### src/rtl/uart_tx_pkg.sv
package uart_tx_pkg;
  localparam int MAX_DATA = 8;
  localparam int MIN_DATA = 5;
  // start + data + parity + two stops
  localparam int FRAME_W  = 1 + MAX_DATA + 1 + 2;
  localparam int SLOT_W   = $clog2(FRAME_W + 1);
endpackage

### src/rtl/uart_tx_framer.sv
module uart_tx_framer
  import uart_tx_pkg::*;
(
  input  logic [MAX_DATA-1:0] data_i,
  input  logic [1:0]          len_i,
  input  logic                stop2_i,
  input  logic                par_en_i,
  input  logic                par_even_i,
  input  logic                par_stick_i,
  output logic [FRAME_W-1:0]  frame_o,
  output logic [SLOT_W-1:0]   nslots_o,
  output logic                last_half_o
);
  int unsigned         nb;
  int unsigned         ns;
  logic [MAX_DATA-1:0] mask;
  logic                xr;
  logic                pbit;

  always_comb begin
    nb = MIN_DATA + int'(len_i);
    for (int i = 0; i < MAX_DATA; i++) mask[i] = (i < int'(nb));
    xr = ^(data_i & mask);
    if (par_stick_i) pbit = ~par_even_i;
    else             pbit = par_even_i ? xr : ~xr;
    frame_o    = '1;
    frame_o[0] = 1'b0;
    for (int i = 0; i < MAX_DATA; i++)
      if (mask[i]) frame_o[1+i] = data_i[i];
    if (par_en_i) frame_o[1+nb] = pbit;
    ns = 1 + nb + (par_en_i ? 1 : 0) + (stop2_i ? 2 : 1);
    nslots_o    = SLOT_W'(ns);
    last_half_o = stop2_i && (len_i == 2'b00);
  end
endmodule

### src/rtl/uart_tx_pacer.sv
module uart_tx_pacer #(
  parameter int OVS = 16
) (
  input  logic clk_i,
  input  logic rst_ni,
  input  logic tick_i,
  input  logic run_i,
  input  logic load_i,
  input  logic half_i,
  output logic slot_end_o
);
  localparam int SUB_W = (OVS > 2) ? $clog2(OVS) : 1;
  localparam logic [SUB_W-1:0] FULL_LIM = SUB_W'(OVS - 1);
  localparam logic [SUB_W-1:0] HALF_LIM = SUB_W'(OVS / 2 - 1);

  logic [SUB_W-1:0] sub_q;
  logic [SUB_W-1:0] lim;

  assign lim        = half_i ? HALF_LIM : FULL_LIM;
  assign slot_end_o = run_i && tick_i && (sub_q == lim);

  always_ff @(posedge clk_i or negedge rst_ni) begin
    if (!rst_ni)                  sub_q <= '0;
    else if (load_i)              sub_q <= '0;
    else if (slot_end_o)          sub_q <= '0;
    else if (run_i && tick_i)     sub_q <= sub_q + SUB_W'(1);
  end

  // no progress without a tick
  a_r12_sub_hold: assert property (@(posedge clk_i) disable iff (!rst_ni)
    (!tick_i && !load_i) |=> $stable(sub_q));
endmodule

### src/rtl/uart_char_tx.sv
module uart_char_tx
  import uart_tx_pkg::*;
#(
  parameter int OVS = 16
) (
  input  logic       clk_i,
  input  logic       rst_ni,
  input  logic       tick_i,
  input  logic [7:0] data_i,
  input  logic [1:0] len_i,
  input  logic       stop2_i,
  input  logic       par_en_i,
  input  logic       par_even_i,
  input  logic       par_stick_i,
  input  logic       brk_i,
  input  logic       valid_i,
  output logic       ready_o,
  output logic       txd_o,
  output logic       empty_o
);
  logic [FRAME_W-1:0] frm_d, frm_q;
  logic [SLOT_W-1:0]  nslots_d, slots_q;
  logic               half_d, half_q;
  logic               busy_q;
  logic               last_q;
  logic               slot_end;
  logic               accept;

  uart_tx_framer u_framer (
    .data_i      (data_i),
    .len_i       (len_i),
    .stop2_i     (stop2_i),
    .par_en_i    (par_en_i),
    .par_even_i  (par_even_i),
    .par_stick_i (par_stick_i),
    .frame_o     (frm_d),
    .nslots_o    (nslots_d),
    .last_half_o (half_d)
  );

  assign last_q = (slots_q == SLOT_W'(1));

  uart_tx_pacer #(.OVS(OVS)) u_pacer (
    .clk_i      (clk_i),
    .rst_ni     (rst_ni),
    .tick_i     (tick_i),
    .run_i      (busy_q),
    .load_i     (accept),
    .half_i     (half_q && last_q),
    .slot_end_o (slot_end)
  );

  assign ready_o = !busy_q || (slot_end && last_q);
  assign accept  = valid_i && ready_o;

  always_ff @(posedge clk_i or negedge rst_ni) begin
    if (!rst_ni) begin
      busy_q  <= 1'b0;
      frm_q   <= '1;
      slots_q <= '0;
      half_q  <= 1'b0;
    end else if (accept) begin
      busy_q  <= 1'b1;
      frm_q   <= frm_d;
      slots_q <= nslots_d;
      half_q  <= half_d;
    end else if (slot_end) begin
      if (last_q) begin
        busy_q <= 1'b0;
        frm_q  <= '1;
      end else begin
        frm_q <= {1'b1, frm_q[FRAME_W-1:1]};
      end
      slots_q <= slots_q - SLOT_W'(1);
    end
  end

  // break overrides the line only; sequencing runs on
  assign txd_o   = brk_i ? 1'b0 : (busy_q ? frm_q[0] : 1'b1);
  assign empty_o = !busy_q;

  a_r2_start_low: assert property (@(posedge clk_i) disable iff (!rst_ni)
    accept |=> (brk_i || !txd_o));
  a_r9_idle_line_high: assert property (@(posedge clk_i) disable iff (!rst_ni)
    empty_o |-> (txd_o || brk_i));
  a_r9_done_empty: assert property (@(posedge clk_i) disable iff (!rst_ni)
    (slot_end && last_q && !accept) |=> empty_o);
  a_r10_back_to_back: assert property (@(posedge clk_i) disable iff (!rst_ni)
    (accept && busy_q) |=> !empty_o);
  a_r12_hold: assert property (@(posedge clk_i) disable iff (!rst_ni)
    (!tick_i && !accept) |=> ($stable(frm_q) && $stable(slots_q)));
endmodule

### config.mk
export PLATFORM = sky130hd
export DESIGN_NAME = uart_char_tx
export DESIGN_NICKNAME = d
export VERILOG_FILES = /design/src/rtl/uart_tx_pkg.sv /design/src/rtl/uart_tx_framer.sv /design/src/rtl/uart_tx_pacer.sv /design/src/rtl/uart_char_tx.sv
export SDC_FILE = /design/constraint.sdc
export NUM_CORES = 1
export LEC_CHECK = 0
export BUFFER_PORTS_ARGS = -buffer_cell sky130_fd_sc_hd__buf_2
export CORE_ASPECT_RATIO = 0.75
export CORE_MARGIN = 4
export CORE_UTILIZATION = 62
export CTS_CLUSTER_SIZE = 28
export DETAILED_ROUTE_END_ITERATION = 10
export PLACE_DENSITY = 0.95
export SKIP_LAST_GASP = 1
export SLEW_MARGIN = 15
export SYNTH_ARGS = -nofsm -noshare
export SYNTH_HDL_FRONTEND = slang
export SYNTH_SLANG_ARGS = --single-unit
export TNS_END_PERCENT = 5
### constraint.sdc
create_clock -name clk_i -period 5.45 [get_ports clk_i]
set_clock_uncertainty 0.1 [all_clocks]
set_input_delay 0.2725 -clock clk_i [delete_from_list [all_inputs] [get_ports clk_i]]
set_output_delay 0.2725 -clock clk_i [all_outputs]
set_load 0.01 [all_outputs]
==> results of run 1 <==
-- what timing repair did --
item	CTS	global route
hold buffers	1	0
hold endpoints to repair	10	0
gates resized for setup	0	0
-- layer usage --
| metal | GRT usage (%) | part of all wire, % |
|---|---|---|
| met5 | 0 | 0 |
| met4 | 2.92 | 0.62 |
| met3 | 5.78 | 7.8 |
| met2 | 39.6 | 46 |
| met1 | 33.1 | 45 |
-- layout by cell type, fill, tap and decap left out, drive strengths merged, types with 3 or more instances in the layout --
| cell type | instances |
|---|---|
| and3 | 5 |
| clkbuf | 3 |
| a31oi | 3 |
| buf | 22 |
| xnor2 | 8 |
| a21oi | 11 |
| inv | 14 |
| nor3 | 7 |
| a221oi | 3 |
| ha | 14 |
| nand3 | 7 |
| o22ai | 3 |
| nor2b | 5 |
| nor2 | 19 |
| dfrtp | 10 |
| o21ai | 11 |
| nand2 | 15 |
| o21a | 7 |
| dfstp | 12 |
| xor2 | 6 |
-- area by class of cell --
cell class / instances / area [µm²] / share of cell area, %
Sequential cell: 22 / 566 / 29.1
Timing Repair Buffer: 23 / 123 / 6.31
Inverter: 14 / 52.6 / 2.71
Clock buffer: 3 / 41.3 / 2.13
Multi-Input combinational cell: 151 / 1080 / 55.9
Tap cell: 36 / 45.0 / 2.32
Clock inverter: 1 / 30.0 / 1.55
-- Yosys cell counts --
master and number:
mux2_4 1, and3_1 5, a22oi_1 1, xnor3_1 1, a311oi_1 1, nor2_4 1, a221oi_2 3, a21oi_1 11
inv_1 14, or3_1 1, buf_4 4, nor3b_2 1, o211ai_2 1, o21ai_1 4, nand3_1 7, a31oi_1 3
nand2_1 14, ha_1 14, buf_2 1, a41oi_1 2, o22ai_1 3, nor2_1 18, nor2b_1 5, and2_1 2
o2bb2ai_1 1, fa_1 2, o311ai_1 1, nand2_4 1, a21o_1 1, xnor2_1 8, nand2b_1 2, dfrtp_1 10
nor3b_1 1, o32ai_1 2, and4bb_1 1, xor2_1 6, dfstp_2 12, nand4_1 2, clkbuf_1 2, a211oi_1 2
buf_6 1, o21a_1 7, o21ai_0 7, nor3_1 7, or2_4 1
-- power breakdown --
group,total (mW),switching (mW),internal [mW]
sequential,0.321,0.0567,0.264
combinational,0.280,0.144,0.136
clock,0.155,0.0567,0.0982
-- cell families after synthesis --
group / Yosys count / synth area share, %
adder cells (fa/ha/maj): 16 / 12.3
XOR/XNOR: 15 / 8.26
AND/OR/NAND/NOR: 69 / 20.5
buffers and inverters: 22 / 6.05
flip-flops: 22 / 32.2
AO/OA/AOI/OAI: 50 / 19.9
multiplexers: 1 / 0.854
-- worst max-delay path, delay by kind of cell --
kind                     cells  cell delay, ns
adder cells (fa/ha/maj)      2            0.39
AO/OA/AOI/OAI                1            0.22
AND/OR/NAND/NOR              2            0.25
XOR/XNOR                     3            1.38
buffers and inverters        3            0.37
-- registers in the layout, indices dropped and copies added, names as in the netlist --
| register | count |
|---|---|
| busy_q | 1 |
| u_pacer.sub_q | 4 |
| slots_q | 4 |
| frm_q | 12 |
| half_q | 1 |
-- path summary, 6_finish.rpt --
kind,end,slack (ns),depth (start not counted)
hold reg to reg,half_q$_DFFE_PN0N_,0.44,2
hold / removal,busy_q$_DFFE_PN0P_,0.15,2
min in group asynchronous,slots_q[2]$_DFFE_PN0P_,0.39,2
setup / recovery,frm_q[6]$_DFFE_PN1P_,2.62,11
setup reg to reg,frm_q[1]$_DFFE_PN1P_,2.90,8
max in group asynchronous,frm_q[9]$_DFFE_PN1P_,4.50,2
==> run metrics, run 1 <==
sequential share of the synthesized area=32.2%; post-synth top area share=17.9%; CP Cell Sequence=buf_2 -> inv_1 -> ha_1 -> inv_1 -> ha_1 -> nor2b_1 -> xnor2_1 -> xnor3_1 -> nor2_1 -> xor2_1 -> a41oi_1; Yosys cell types=45; H-tree depth=1; pre-CTS setup slack=2.35 ns; layout cells sized above 1=22.0%; fin worst setup slack=2.62 ns; max incr delay on CP=0.83 ns; x dimension of the die=69.5 µm; Worst Setup End Kind=flip-flop; crit path max fanout=12; Ant. Diodes=0; Setup Buffers After CTS=0; DR vias=1493; worst hold margin=0.151 ns; die area=3760 µm²; Crit Path Class=in -> reg; first-pass GRT wire length=6840 µm; worst flop-to-flop path startpoint=slots_q[1]$_DFFE_PN0P_; Cells after DPL=245; period utilisation layout=51.9%; fillers=213; Core ar.=2660 µm²; Pre-antenna DRT Iters=4; f_max=353 MHz; Power per Cell Area=389 nW/µm²; wire per inst=16.2 µm; HP Start=valid_i; CTS Buffer Depth=2; Clock Latency Late Sink=0.27 ns; initial antenna violation count=0; CP Launch Type=primary input; dominant cells by area after synthesis=dfstp_2 (18%), dfrtp_1 (14%), ha_1 (10%), xnor2_1 (4.0%), nor2_1 (3.8%); slowest cell on the critical path=xor2_1; clock slew at reported path FFs=0.08 ns; max_slew headroom=29.3%; RSZ-0062 raised after global routing=false; post-synthesis to final-layout area growth=10.5%; I/O pins=22; ANT nets after route=0; count of input and output buffers=21; Avg Inst Size Synth=9.01 µm²; crit path DAT=2.89 ns; final worst path period need=2.83 ns; DP HPWL=3090 µm; Mapped Area=1760 µm²; CTS buffer count=3; final hold vios=0; Worst-Margin Slew=1.06 ns; Remaining DRCs=0; total power=756 µW; Lkg Pwr=0.861 nW; largest net degree at the start of global routing=23; status=finished, final reports clean; total global-route track usage=23.9%; Peak VDD IR=0.243 mV; Initial Util=66.0%; CP required=5.51 ns; # clock sinks=22; synth warn=0; post-route insts no fill=250; fin. max-slew vios=0; Mapped Cells=195; Worst Hold Class=in -> reg; Root Buffer=clkbuf_8; vias in the first global route=1373; Final Setup Violations=0; via/cell ratio=5.97; Routed WL=4050 µm; Post-Place Cell Area=1860 µm²; crit path launch=len_i[0]; Placer Congestion=0.861; Mapped Nets=230; CTS tree=done; Site Rows=16; setup_tns=0 ns; number of synthesized register bits=22; Die H=54.1 µm; Final Net Count=250; Iter 0 DRT Violations=100; Finished Core Util=72.9%; Overflow after GRT=0; MaxCap Viol Count=0; final instance area=1940 µm²; post-synth top area cell=dfstp_2
(Power assumes the default switching activity.)
==> inputs of run 2 (changes only) <==
--- a/config.mk
+++ b/config.mk
@@ -8,10 +8,10 @@
 export BUFFER_PORTS_ARGS = -buffer_cell sky130_fd_sc_hd__buf_2
 export CORE_ASPECT_RATIO = 0.75
 export CORE_MARGIN = 4
-export CORE_UTILIZATION = 62
+export CORE_UTILIZATION = 58
 export CTS_CLUSTER_SIZE = 28
 export DETAILED_ROUTE_END_ITERATION = 10
-export PLACE_DENSITY = 0.95
+export PLACE_DENSITY = 0.91
 export SKIP_LAST_GASP = 1
 export SLEW_MARGIN = 15
 export SYNTH_ARGS = -nofsm -noshare
==> constraint.sdc (replaced) <==
create_clock -name clk_i -period 2.9 [get_ports clk_i]
set_clock_uncertainty 0.1 [all_clocks]
set_input_delay 0.145 -clock clk_i [delete_from_list [all_inputs] [get_ports clk_i]]
set_output_delay 0.145 -clock clk_i [all_outputs]
set_load 0.01 [all_outputs]
==> run 2 against run 1 <==
Worst setup slack worse by 2.1 ns; register-to-register slack worse by 2.3 ns; final cell count up 0.80%; die area up 6.0%; clock-buffer cell count up 1; clock power up 46%; critical endpoint is now ready_o; largest cell class unchanged; largest power group unchanged.
==> run metrics, run 2 (synthesis results as in run 1) <==
Placer Congestion=0.891 (was 0.861); Die H=55.7 µm (was 54.1 µm); HP Start=stop2_i (was valid_i); commonest non-fill, non-tap cell in the layout=buf_2 (unchanged); Worst Hold Class=in -> reg (unchanged); Top Registers=frm_q: 12 flops, slots_q: 4 flops, u_pacer.sub_q: 4 flops (unchanged); status=finished, final reports clean (unchanged); final hold vios=0 (unchanged); CP required=2.65 ns (was 5.51 ns); Routed WL=4070 µm (was 4050 µm); via/cell ratio=5.94 (was 5.97); Clock Latency Late Sink=0.27 ns (about the same); Post-Place Cell Area=1880 µm² (was 1860 µm²); initial antenna violation count=0 (unchanged); fillers=212 (was 213); Site Rows=16 (unchanged); reg2reg path depth=7 (was 8); depth of the worst hold-timing path=3 (was 2); Root Buffer=clkbuf_8 (unchanged); Pre-antenna DRT Iters=4 (unchanged); period utilisation layout=80.4%; Biggest register=frm_q (unchanged); CTS Buffer Depth=2 (unchanged); Initial Util=64.1% (was 66.0%); crit path DAT=2.09 ns (was 2.89 ns); setup_tns=0 ns (unchanged); fin worst setup slack=0.568 ns (was 2.62 ns); worst flop-to-flop path startpoint=slots_q[0]$_DFFE_PN0P_ (was slots_q[1]$_DFFE_PN0P_); Ant. Diodes=0 (unchanged); Finished Core Util=70.8% (was 72.9%); total global-route track usage=21.7% (was 23.9%); Iter 0 DRT Violations=159 (was 100); Overflow after GRT=0 (unchanged); Worst Setup End Kind=primary output (was flip-flop); Power per Cell Area=701 nW/µm² (was 389 nW/µm²); f_max=429 MHz; first-pass GRT wire length=6880 µm (was 6840 µm); CTS buffer count=3 (unchanged); layout cells sized above 1=22.7% (was 22.0%); DR vias=1496 (was 1493); # clock sinks=22 (unchanged); ANT nets after route=0 (unchanged); DP HPWL=3020 µm (was 3090 µm); largest net degree at the start of global routing=23 (unchanged); area of the multi-input gates=1080 µm² (unchanged); Peak VDD IR=0.308 mV (was 0.243 mV); number of flip-flops in the largest register=12 (unchanged); count of input and output buffers=21 (unchanged); Hold Path Sink=half_q$_DFFE_PN0N_ (was busy_q$_DFFE_PN0P_); FF-to-FF setup slack=0.64 ns (was 2.90 ns); final instance area=1940 µm² (about the same); most frequent cells in the layout=buf_2 (21), nor2_1 (18), inv_1 (14), nand2_1 (14), ha_1 (14) (unchanged); die area=3980 µm² (was 3760 µm²); pre-CTS setup slack=0.452 ns (was 2.35 ns); crit path max fanout=12 (unchanged); H-tree depth=1 (unchanged); Core ar.=2740 µm² (was 2660 µm²); Register Area=566 µm² (unchanged); Setup Buffers After CTS=0 (unchanged); Crit Path Class=reg -> out (was in -> reg); Worst-Margin Slew=0.565 ns (was 1.06 ns); I/O pins=22 (unchanged); CP Launch Type=flip-flop (was primary input); max_slew headroom=62.3% (was 29.3%); vias in the first global route=1440 (was 1373); fin. max-slew vios=0 (unchanged); post-synthesis to final-layout area growth=10.5% (about the same); wire per inst=16.1 µm (was 16.2 µm); reg-to-reg endpoint=frm_q[4]$_DFFE_PN1P_ (was frm_q[1]$_DFFE_PN1P_); clock slew at reported path FFs=0.08 ns (about the same); x dimension of the die=71.6 µm (was 69.5 µm); CTS tree=done (unchanged); MaxCap Viol Count=0 (unchanged); Remaining DRCs=0 (unchanged); Final Setup Violations=0 (unchanged); final worst path period need=2.33 ns; Final Net Count=252 (was 250); RSZ-0062 raised after global routing=false (unchanged); Lkg Pwr=0.864 nW (was 0.861 nW)
-- run 2: changes by cell type in the layout (fill, tap and decap cells not counted) --
| cell | change |
|---|---|
| clkbuf_8 | +1 |
| bufinv_16 | -1 |
| buf_4 | +2 |
-- run 2: how the worst max path moves through the flow --
stage | start | end | slack (ns) | cells past startpoint
2_1_floorplan | len_i[0] | frm_q[9]$_DFFE_PN1P_ | 0.77 | 11
3_3_place_gp | len_i[0] | frm_q[4]$_DFFE_PN1P_ | 0.56 | 12
3_5_place_dp | len_i[0] | frm_q[4]$_DFFE_PN1P_ | 0.45 | 12
4_1_cts | slots_q[0]$_DFFE_PN0P_ | ready_o | 0.55 | 7
5_1_grt | slots_q[0]$_DFFE_PN0P_ | ready_o | 0.47 | 7
6_report | slots_q[0]$_DFFE_PN0P_ | ready_o | 0.57 | 7
-- run 2: through the flow --
stage / instances / hold WS (ns) / power, mW
after floorplan: 195 / -0.251 / 0.998
after global placement: 247 / 0.0315 / 1.10
after detailed placement: 247 / 0.0296 / 1.13
after CTS: 252 / 0.0284 / 1.36
after global routing: 252 / 0.0308 / 1.46
final: 252 / 0.0300 / 1.36
-- run 2: final cells by class --
cell class	instances	share of cell area, %
clock buffers	4	2.84
inverters	14	2.71
multi-input cells	151	55.9
flip-flops and latches	22	29.1
well taps	36	2.32
repair buffers	25	7.09
-- run 2: critical path, stage by stage (launching register included) --
cell      delay, ns
dfrtp_1        0.45
ha_1           0.24
and4bb_1       0.22
mux2_4         0.34
nor2_4         0.28
nand2_1        0.09
nand2_1        0.09
buf_2          0.13
-- run 2: repair_timing --
action	4_1_cts	5_1_grt
gates resized for setup	0	0
endpoints found under the hold margin	10	0
hold buffers	1	0
-- run 2: where the power goes --
part | switching, mW | leakage (nW) | internal [mW] | total, mW
sequential | 0.104 | 0.244 | 0.495 | 0.600
clock | 0.105 | 0.0288 | 0.121 | 0.226
combinational | 0.273 | 0.591 | 0.262 | 0.535
-- run 2: metal layers --
metal  track usage, %  share of wire (%)  vias to the layer above
met1             31.4                 46                      697
met2             32.3                 46                       65
met3             5.23                7.4                        6
li1                 -                  -                      728
met4             5.36               0.88                        0
met5                0                  0                        -
